**src/rtl/npc_pkg.sv**
```systemverilog
`timescale 1ns/1ps
package npc_pkg;
  typedef enum logic [3:0] {
    XF_NONE   = 4'd0,
    XF_BEQI   = 4'd1,
    XF_BNEI   = 4'd2,
    XF_BBSET  = 4'd3,
    XF_BBCLR  = 4'd4,
    XF_JREG   = 4'd5,
    XF_JABS   = 4'd6,
    XF_BL     = 4'd7,
    XF_CALL   = 4'd8,
    XF_RET    = 4'd9,
    XF_IRET   = 4'd10,
    XF_SECURE = 4'd11
  } xfer_e;
endpackage

```
**src/rtl/npc_cond.sv**
```systemverilog
`timescale 1ns/1ps
module npc_cond
  import npc_pkg::*;
#(
  parameter int DW = 32
) (
  input  xfer_e          op_i,
  input  logic [DW-1:0]  src_i,
  input  logic [4:0]     imm_i,
  output logic           pass_o
);
  logic eq_imm;
  logic sel_bit;

  assign eq_imm  = (src_i == DW'(imm_i));
  assign sel_bit = src_i[imm_i];

  always_comb begin
    case (op_i)
      XF_BEQI:  pass_o = eq_imm;
      XF_BNEI:  pass_o = !eq_imm;
      XF_BBSET: pass_o = sel_bit;
      XF_BBCLR: pass_o = !sel_bit;
      default:  pass_o = 1'b0;
    endcase
  end
endmodule

```
**src/rtl/npc_target.sv**
```systemverilog
`timescale 1ns/1ps
module npc_target
  import npc_pkg::*;
#(
  parameter int PCW = 20,
  parameter int DW  = 32
) (
  input  xfer_e           op_i,
  input  logic [PCW-1:0]  pc_i,
  input  logic [15:0]     off_i,
  input  logic [25:0]     abs_i,
  input  logic [DW-1:0]   src_i,
  input  logic [PCW-1:0]  stk_top_i,
  input  logic [PCW-1:0]  epc_i,
  output logic [PCW-1:0]  tgt_o
);
  logic [PCW-1:0] rel_ext;
  logic [PCW-1:0] abs_ext;

  generate
    if (PCW > 16) begin : g_rel_wide
      assign rel_ext = {{(PCW-16){off_i[15]}}, off_i};
    end else begin : g_rel_narrow
      assign rel_ext = off_i[PCW-1:0];
    end
    if (PCW > 26) begin : g_abs_wide
      assign abs_ext = {{(PCW-26){1'b0}}, abs_i};
    end else if (PCW == 26) begin : g_abs_exact
      assign abs_ext = abs_i;
    end else begin : g_abs_narrow
      assign abs_ext = abs_i[PCW-1:0];
    end
  endgenerate

  always_comb begin
    case (op_i)
      XF_BEQI, XF_BNEI, XF_BBSET, XF_BBCLR: tgt_o = pc_i + rel_ext;
      XF_JREG:                             tgt_o = src_i[PCW-1:0];
      XF_JABS, XF_BL, XF_CALL:             tgt_o = abs_ext;
      XF_RET:                              tgt_o = stk_top_i;
      XF_IRET:                             tgt_o = epc_i;
      default:                             tgt_o = pc_i + PCW'(1);
    endcase
  end
endmodule

```
**src/rtl/npc_rstack.sv**
```systemverilog
`timescale 1ns/1ps
module npc_rstack #(
  parameter int DEPTH = 8,
  parameter int W     = 20
) (
  input  logic         clk,
  input  logic         rst,
  input  logic         push_i,
  input  logic         pop_i,
  input  logic [W-1:0] data_i,
  output logic [W-1:0] top_o,
  output logic         full_o,
  output logic         empty_o
);
  localparam int AW = (DEPTH > 1) ? $clog2(DEPTH) : 1;
  localparam int CW = $clog2(DEPTH + 1);

  logic [W-1:0]  mem [DEPTH];
  logic [CW-1:0] cnt;
  logic [CW-1:0] top_idx;

  assign full_o  = (cnt == CW'(DEPTH));
  assign empty_o = (cnt == '0);
  assign top_idx = cnt - CW'(1);
  assign top_o   = mem[top_idx[AW-1:0]];

  always_ff @(posedge clk) begin
    if (push_i && !full_o) mem[cnt[AW-1:0]] <= data_i;
  end

  always_ff @(posedge clk) begin
    if (rst) begin
      cnt <= '0;
    end else if (push_i && !full_o) begin
      cnt <= cnt + CW'(1);
    end else if (pop_i && !empty_o) begin
      cnt <= cnt - CW'(1);
    end
  end

  AST_DEPTH_BOUND: assert property (@(posedge clk) disable iff (rst)
    cnt <= CW'(DEPTH));
  AST_FULL_HOLDS: assert property (@(posedge clk) disable iff (rst)
    (push_i && full_o) |=> full_o);
  AST_EMPTY_HOLDS: assert property (@(posedge clk) disable iff (rst)
    (pop_i && !push_i && empty_o) |=> empty_o);
endmodule

```
**src/rtl/npc_sequencer.sv**
```systemverilog
`timescale 1ns/1ps
module npc_sequencer
  import npc_pkg::*;
#(
  parameter int PCW       = 20,
  parameter int DW        = 32,
  parameter int STK_DEPTH = 8,
  parameter int LINK_REG  = 27,
  parameter int RESET_PC  = 0
) (
  input  logic           clk,
  input  logic           rst,
  input  logic           step_i,
  input  logic [3:0]     op_i,
  input  logic [DW-1:0]  src_i,
  input  logic [4:0]     imm_i,
  input  logic [15:0]    off_i,
  input  logic [25:0]    abs_i,
  input  logic           skip_ok_i,
  input  logic           epc_we_i,
  input  logic [PCW-1:0] epc_d_i,
  output logic [PCW-1:0] pc_o,
  output logic           in_slot_o,
  output logic           lr_we_o,
  output logic [4:0]     lr_addr_o,
  output logic [DW-1:0]  lr_data_o,
  output logic           push_o,
  output logic           pop_o,
  output logic           ovf_err_o,
  output logic           udf_err_o
);
  xfer_e          op;
  logic           slot_q;
  logic [PCW-1:0] pc_q, tgt_q, epc_q;
  logic [PCW-1:0] pc_inc1, pc_inc2, pc_inc3;
  logic           cond_pass, taken, exec, redirect, skip;
  logic           push_req, pop_req, ovf, udf;
  logic [PCW-1:0] tgt, stk_top;
  logic           stk_full, stk_empty;

  assign op      = xfer_e'(op_i);
  assign pc_inc1 = pc_q + PCW'(1);
  assign pc_inc2 = pc_q + PCW'(2);
  assign pc_inc3 = pc_q + PCW'(3);
  assign exec    = step_i && !slot_q;

  npc_cond #(.DW(DW)) u_cond (
    .op_i(op), .src_i(src_i), .imm_i(imm_i), .pass_o(cond_pass)
  );

  npc_target #(.PCW(PCW), .DW(DW)) u_tgt (
    .op_i(op), .pc_i(pc_q), .off_i(off_i), .abs_i(abs_i), .src_i(src_i),
    .stk_top_i(stk_top), .epc_i(epc_q), .tgt_o(tgt)
  );

  npc_rstack #(.DEPTH(STK_DEPTH), .W(PCW)) u_stk (
    .clk(clk), .rst(rst), .push_i(push_req), .pop_i(pop_req),
    .data_i(pc_inc2), .top_o(stk_top), .full_o(stk_full), .empty_o(stk_empty)
  );

  always_comb begin
    case (op)
      XF_BEQI, XF_BNEI, XF_BBSET, XF_BBCLR: taken = cond_pass;
      XF_JREG, XF_JABS, XF_BL, XF_CALL, XF_IRET: taken = 1'b1;
      XF_RET:  taken = !stk_empty;
      default: taken = 1'b0;
    endcase
  end

  assign redirect = exec && taken;
  assign skip     = exec && (op == XF_SECURE) && skip_ok_i;
  assign push_req = exec && (op == XF_CALL);
  assign pop_req  = exec && (op == XF_RET) && !stk_empty;
  assign ovf      = push_req && stk_full;
  assign udf      = exec && (op == XF_RET) && stk_empty;

  always_ff @(posedge clk) begin
    if (rst) begin
      pc_q   <= PCW'(RESET_PC);
      slot_q <= 1'b0;
      tgt_q  <= '0;
    end else if (step_i) begin
      if (slot_q) begin
        pc_q   <= tgt_q;
        slot_q <= 1'b0;
      end else if (redirect) begin
        pc_q   <= pc_inc1;
        tgt_q  <= tgt;
        slot_q <= 1'b1;
      end else if (skip) begin
        pc_q   <= pc_inc3;
      end else begin
        pc_q   <= pc_inc1;
      end
    end
  end

  always_ff @(posedge clk) begin
    if (rst) begin
      epc_q     <= '0;
      lr_we_o   <= 1'b0;
      lr_data_o <= '0;
      push_o    <= 1'b0;
      pop_o     <= 1'b0;
      ovf_err_o <= 1'b0;
      udf_err_o <= 1'b0;
    end else begin
      if (epc_we_i) epc_q <= epc_d_i;
      lr_we_o   <= exec && (op == XF_BL);
      lr_data_o <= {{(DW-PCW){1'b0}}, pc_inc2};
      push_o    <= push_req && !stk_full;
      pop_o     <= pop_req;
      ovf_err_o <= ovf;
      udf_err_o <= udf;
    end
  end

  assign pc_o      = pc_q;
  assign in_slot_o = slot_q;
  assign lr_addr_o = 5'(LINK_REG);

  AST_HOLD_IDLE: assert property (@(posedge clk) disable iff (rst)
    !step_i |=> (pc_o == $past(pc_o)));
  AST_SLOT_ENTRY: assert property (@(posedge clk) disable iff (rst)
    (step_i && !in_slot_o && taken) |=> (in_slot_o && pc_o == $past(pc_o) + PCW'(1)));
  AST_SLOT_QUIET: assert property (@(posedge clk) disable iff (rst)
    (step_i && in_slot_o) |=> (!push_o && !pop_o && !lr_we_o && !ovf_err_o && !udf_err_o && !in_slot_o));
  AST_LINK_ADDR: assert property (@(posedge clk) disable iff (rst)
    (step_i && !in_slot_o && op == XF_BL) |=> (lr_we_o && lr_data_o[PCW-1:0] == $past(pc_o) + PCW'(2)));
  AST_UNDERFLOW_QUIET: assert property (@(posedge clk) disable iff (rst)
    udf_err_o |-> (!pop_o && !in_slot_o));
  AST_SKIP_TWO: assert property (@(posedge clk) disable iff (rst)
    (step_i && !in_slot_o && op == XF_SECURE && skip_ok_i) |=> (pc_o == $past(pc_o) + PCW'(3)));
endmodule

```
**config.mk**
```make
export PLATFORM = sky130hd
export DESIGN_NAME = npc_sequencer
export DESIGN_NICKNAME = d
export VERILOG_FILES = /design/src/rtl/npc_pkg.sv /design/src/rtl/npc_cond.sv /design/src/rtl/npc_target.sv /design/src/rtl/npc_rstack.sv /design/src/rtl/npc_sequencer.sv
export SDC_FILE = /design/constraint.sdc
export NUM_CORES = 1
export LEC_CHECK = 0
export BUFFER_PORTS_ARGS = -buffer_cell sky130_fd_sc_hd__buf_2
export CAP_MARGIN = 30
export CORE_MARGIN = 2
export CORE_UTILIZATION = 62
export CTS_CLUSTER_DIAMETER = 50
export DETAILED_ROUTE_END_ITERATION = 8
export GPL_ROUTABILITY_DRIVEN = 0
export PLACE_DENSITY = 0.93
export SKIP_LAST_GASP = 1
export SLEW_MARGIN = 10
export SYNTH_ARGS = -nofsm -noshare
export SYNTH_HDL_FRONTEND = slang
export SYNTH_SLANG_ARGS = --single-unit
```
**constraint.sdc**
```tcl
create_clock -name clk -period 13.8 [get_ports clk]
set_input_delay 1.38 -clock clk [delete_from_list [all_inputs] [get_ports clk]]
set_output_delay 1.38 -clock clk [all_outputs]
set_load 0.005 [all_outputs]
```
==> key figures <==
Synthesis
  • Flop and latch count out of synthesis: 250
  • Top post-synthesis cells by area: edfxtp_1 (39%), dfxtp_1 (15%), mux4_2 (8.4%)
  • Avg Cell Area, Syn: 12.0 um2
  • Yosys top cell by area: edfxtp_1
  • Largest family of logic cells by synthesized area: multiplexers
  • Number of enable flip-flop cells after synthesis: 160
  • Synth Area in XOR/XNOR: 0.0292
  • Post-synthesis mux area share: 0.129
  • Post-Syn Instances: 1026
  • Synth Area in Simple Gates: 0.111
  • Main flop type after synthesis: edfxtp_1
  • Yosys cell types: 68
  • Post-Synthesis Cell Area: 0.0123 mm2
  • Post-synth top area share: 0.390
  • Seq/Total Area, Yosys: 0.537
  • Asr flop ratio synth: 0
  • Post-Synth Adder-Cell Area: 0.0270
  • Ys Warns: 0
  • Compound-Gate Fraction of Synth Area: 0.129

Worst setup path
  • Endpoint type of the worst setup path: register
  • Crit start category: primary input
  • Worst EP arrival: 4.67 ns
  • Crit path kind: in -> reg
  • CP Max Fanout: 31
  • Worst Path Required: 14.27 ns

Clock network
  • Worst skew pair latency: 0.54 ns
  • PostCTS Resize Cnt: 0
  • Post-CTS Hold Buffers: 0
  • CTS Buf Count: 26
  • Max Root-Sink Buffers: 3
  • H-tree lvl count: 1
  • Root Driver: clkbuf_16
  • CTS tree: done
  • Sink Count: 250
  • Post-CTS Setup Inserts: 0
  • CTS clk-pin slew, worst paths: 0.06 ns

Flow run
  • Max Cap Viol: 0

Global route
  • GRT Util Overall: 0.340
  • Antenna violations before repair: 0
  • Grt total ovfl: 0
  • Largest net degree at the start of global routing: 64
  • Global-route wire length before repair: 53.4 mm
  • Vias in the first global route: 9428

Final layout
  • Nets: 1285
  • Ant diodes: 0
  • Share of post-route cells with drive strength above 1: 0.243
  • Area grow syn2layout: 14.4%
  • # fillers: 1228

Timing
  • Setup TNS: 0 ns
  • Final Critical Period: 4.20 ns
  • Final setup viols: 0
  • Final Max Slew Viols: 0
  • RSZ-0062 raised after global routing: false
  • Worst Tran Pin Value: 0.948 ns
  • Worst relative slew slack: 0.367
  • Final hold vios: 0
  • Fmax achieved: 0.238 GHz
  • Final period utilization: 0.304
  • Final clock skew: 0.0184 ns
  • Fin Hold WS: 0.504 ns

Floorplanning
  • Die Height: 145 um
  • Die W: 145 um
  • Die area: 0.0210 mm2
  • Core ar.: 0.0195 mm2
  • Num ports: 171
  • Starting Density: 0.632
  • Row cnt: 51

Power
  • Maximum vdd drop: 0.0000859 V
  • LEAKAGE: 5.30 nW
  • Pwr Density: 118 mW/mm2

Route
  • DRT antenna net count: 0
  • DR WL met3: 4.61 mm
  • Drt pass-1 iters: 6
  • WL met2: 16.6 mm
  • Vias: 9778
  • Via/cell ratio: 6.81
  • DRT iter0 DRCs: 1191
  • Top Layer Used: met4
  • WL per Instance: 24.7 um
  • Met1 WL: 12.3 mm
  • Remaining DRCs: 0
  • Total wire length: 35.5 mm

Status
  • Status: finished clean

Placement
  • Port buffer count: 147
  • Hpwl dp: 23.2 mm

Worst hold path
  • Hold Path Class: reg -> reg
## metal layers
layer,global-route usage,vias to the layer above
met1,0.406,4567
li1,-,4179
met4,0.191,0
met3,0.103,185
met2,0.552,847
met5,0,-
## cell type report
class	count	area [um2]	share of cell area
inverter	19	71.3	0.00507
multi-input combinational	689	5350	0.380
sequential	250	6610	0.469
timing repair buffer	165	875	0.0621
tap	265	332	0.0236
clock inverter	13	86.3	0.00613
clock buffer	35	756	0.0537
## logic make-up after synthesis
family,count (synthesis)
buf+inv,102
flops,250
mux,100
xor+xnor,41
simple gates,273
other cells,2
fa+ha+maj,26
compound gates,232
## placed cells by master (no fill, tap or decap), drive strengths merged, types with 6 or more instances in the layout
cell,instances
buf,165
edfxtp,160
dfxtp,90
nor2,77
a21oi,62
nand2,55
mux2i,47
mux4,46
o21ai,43
clkbuf,35
nor3,31
xnor2,27
ha,25
a211oi,21
inv,20
nand3,19
and2,19
a222oi,17
conb,17
xor2,14
nor4,13
a21o,12
nand4,10
or3,9
nand2b,8
a22oi,8
a311oi,8
clkinv,8
and3,7
mux2,7
o31ai,7
nor3b,7
o221ai,6
o211ai,6
## flip-flops by register name (all words and copies together), names as in the netlist
register and count:
push_o 1, ovf_err_o 1, pop_o 1, pc_o 20, lr_we_o 1, udf_err_o 1
in_slot_o 1, tgt_q 20, u_stk.mem 160, epc_q 20, lr_data_o 20, u_stk.cnt 4
## critical path: stages
cell and delay (ns):
buf_2 0.47, nand2b_1 0.48, nor3_1 0.62, a22o_1 0.36, or4b_1 0.62, or4_1 0.44
a21oi_1 0.17, o21a_1 0.14
## synth_stat cells, types with 21 or more instances
master    instances
dfxtp_1          90
ha_1             25
nor3_1           31
nor2_1           76
mux2i_1          47
o21ai_0          43
edfxtp_1        160
a211oi_1         21
nand2_1          55
a21oi_1          62
mux4_2           46
clkbuf_1         52
xnor2_1          27
## worst paths after layout
check / endpoint / startpoint / depth (start not counted) / slack [ns]
setup / recovery: pc_o[19] / step_i / 8 / 9.60
hold / removal: epc_q[3] / epc_q[3] / 2 / 0.50
setup reg to reg: tgt_q[17] / u_stk.cnt[0] / 9 / 9.72
hold reg to reg: epc_q[3] / epc_q[3] / 2 / 0.50
## per-stage QoR
step                      power [mW]  instances  setup WS (ns)  area [um2]   util
after CTS                       1.65       1435           9.70       14100  0.722
after detailed placement       0.978       1387           9.29       13200  0.679
after global placement         0.972       1385           9.37       13200  0.678
after global routing            1.70       1436           9.45       14100  0.723
final                           1.65       1436           9.60       14100  0.723
after floorplan                0.928       1041           8.82       12400      -
## where the power goes
part	switching, mW	leakage, nW	internal, mW
registers	0.0118	2.19	0.802
logic	0.0947	2.71	0.0626
clock network	0.296	0.404	0.387
No activity file was read; power rests on OpenSTA's default activity.
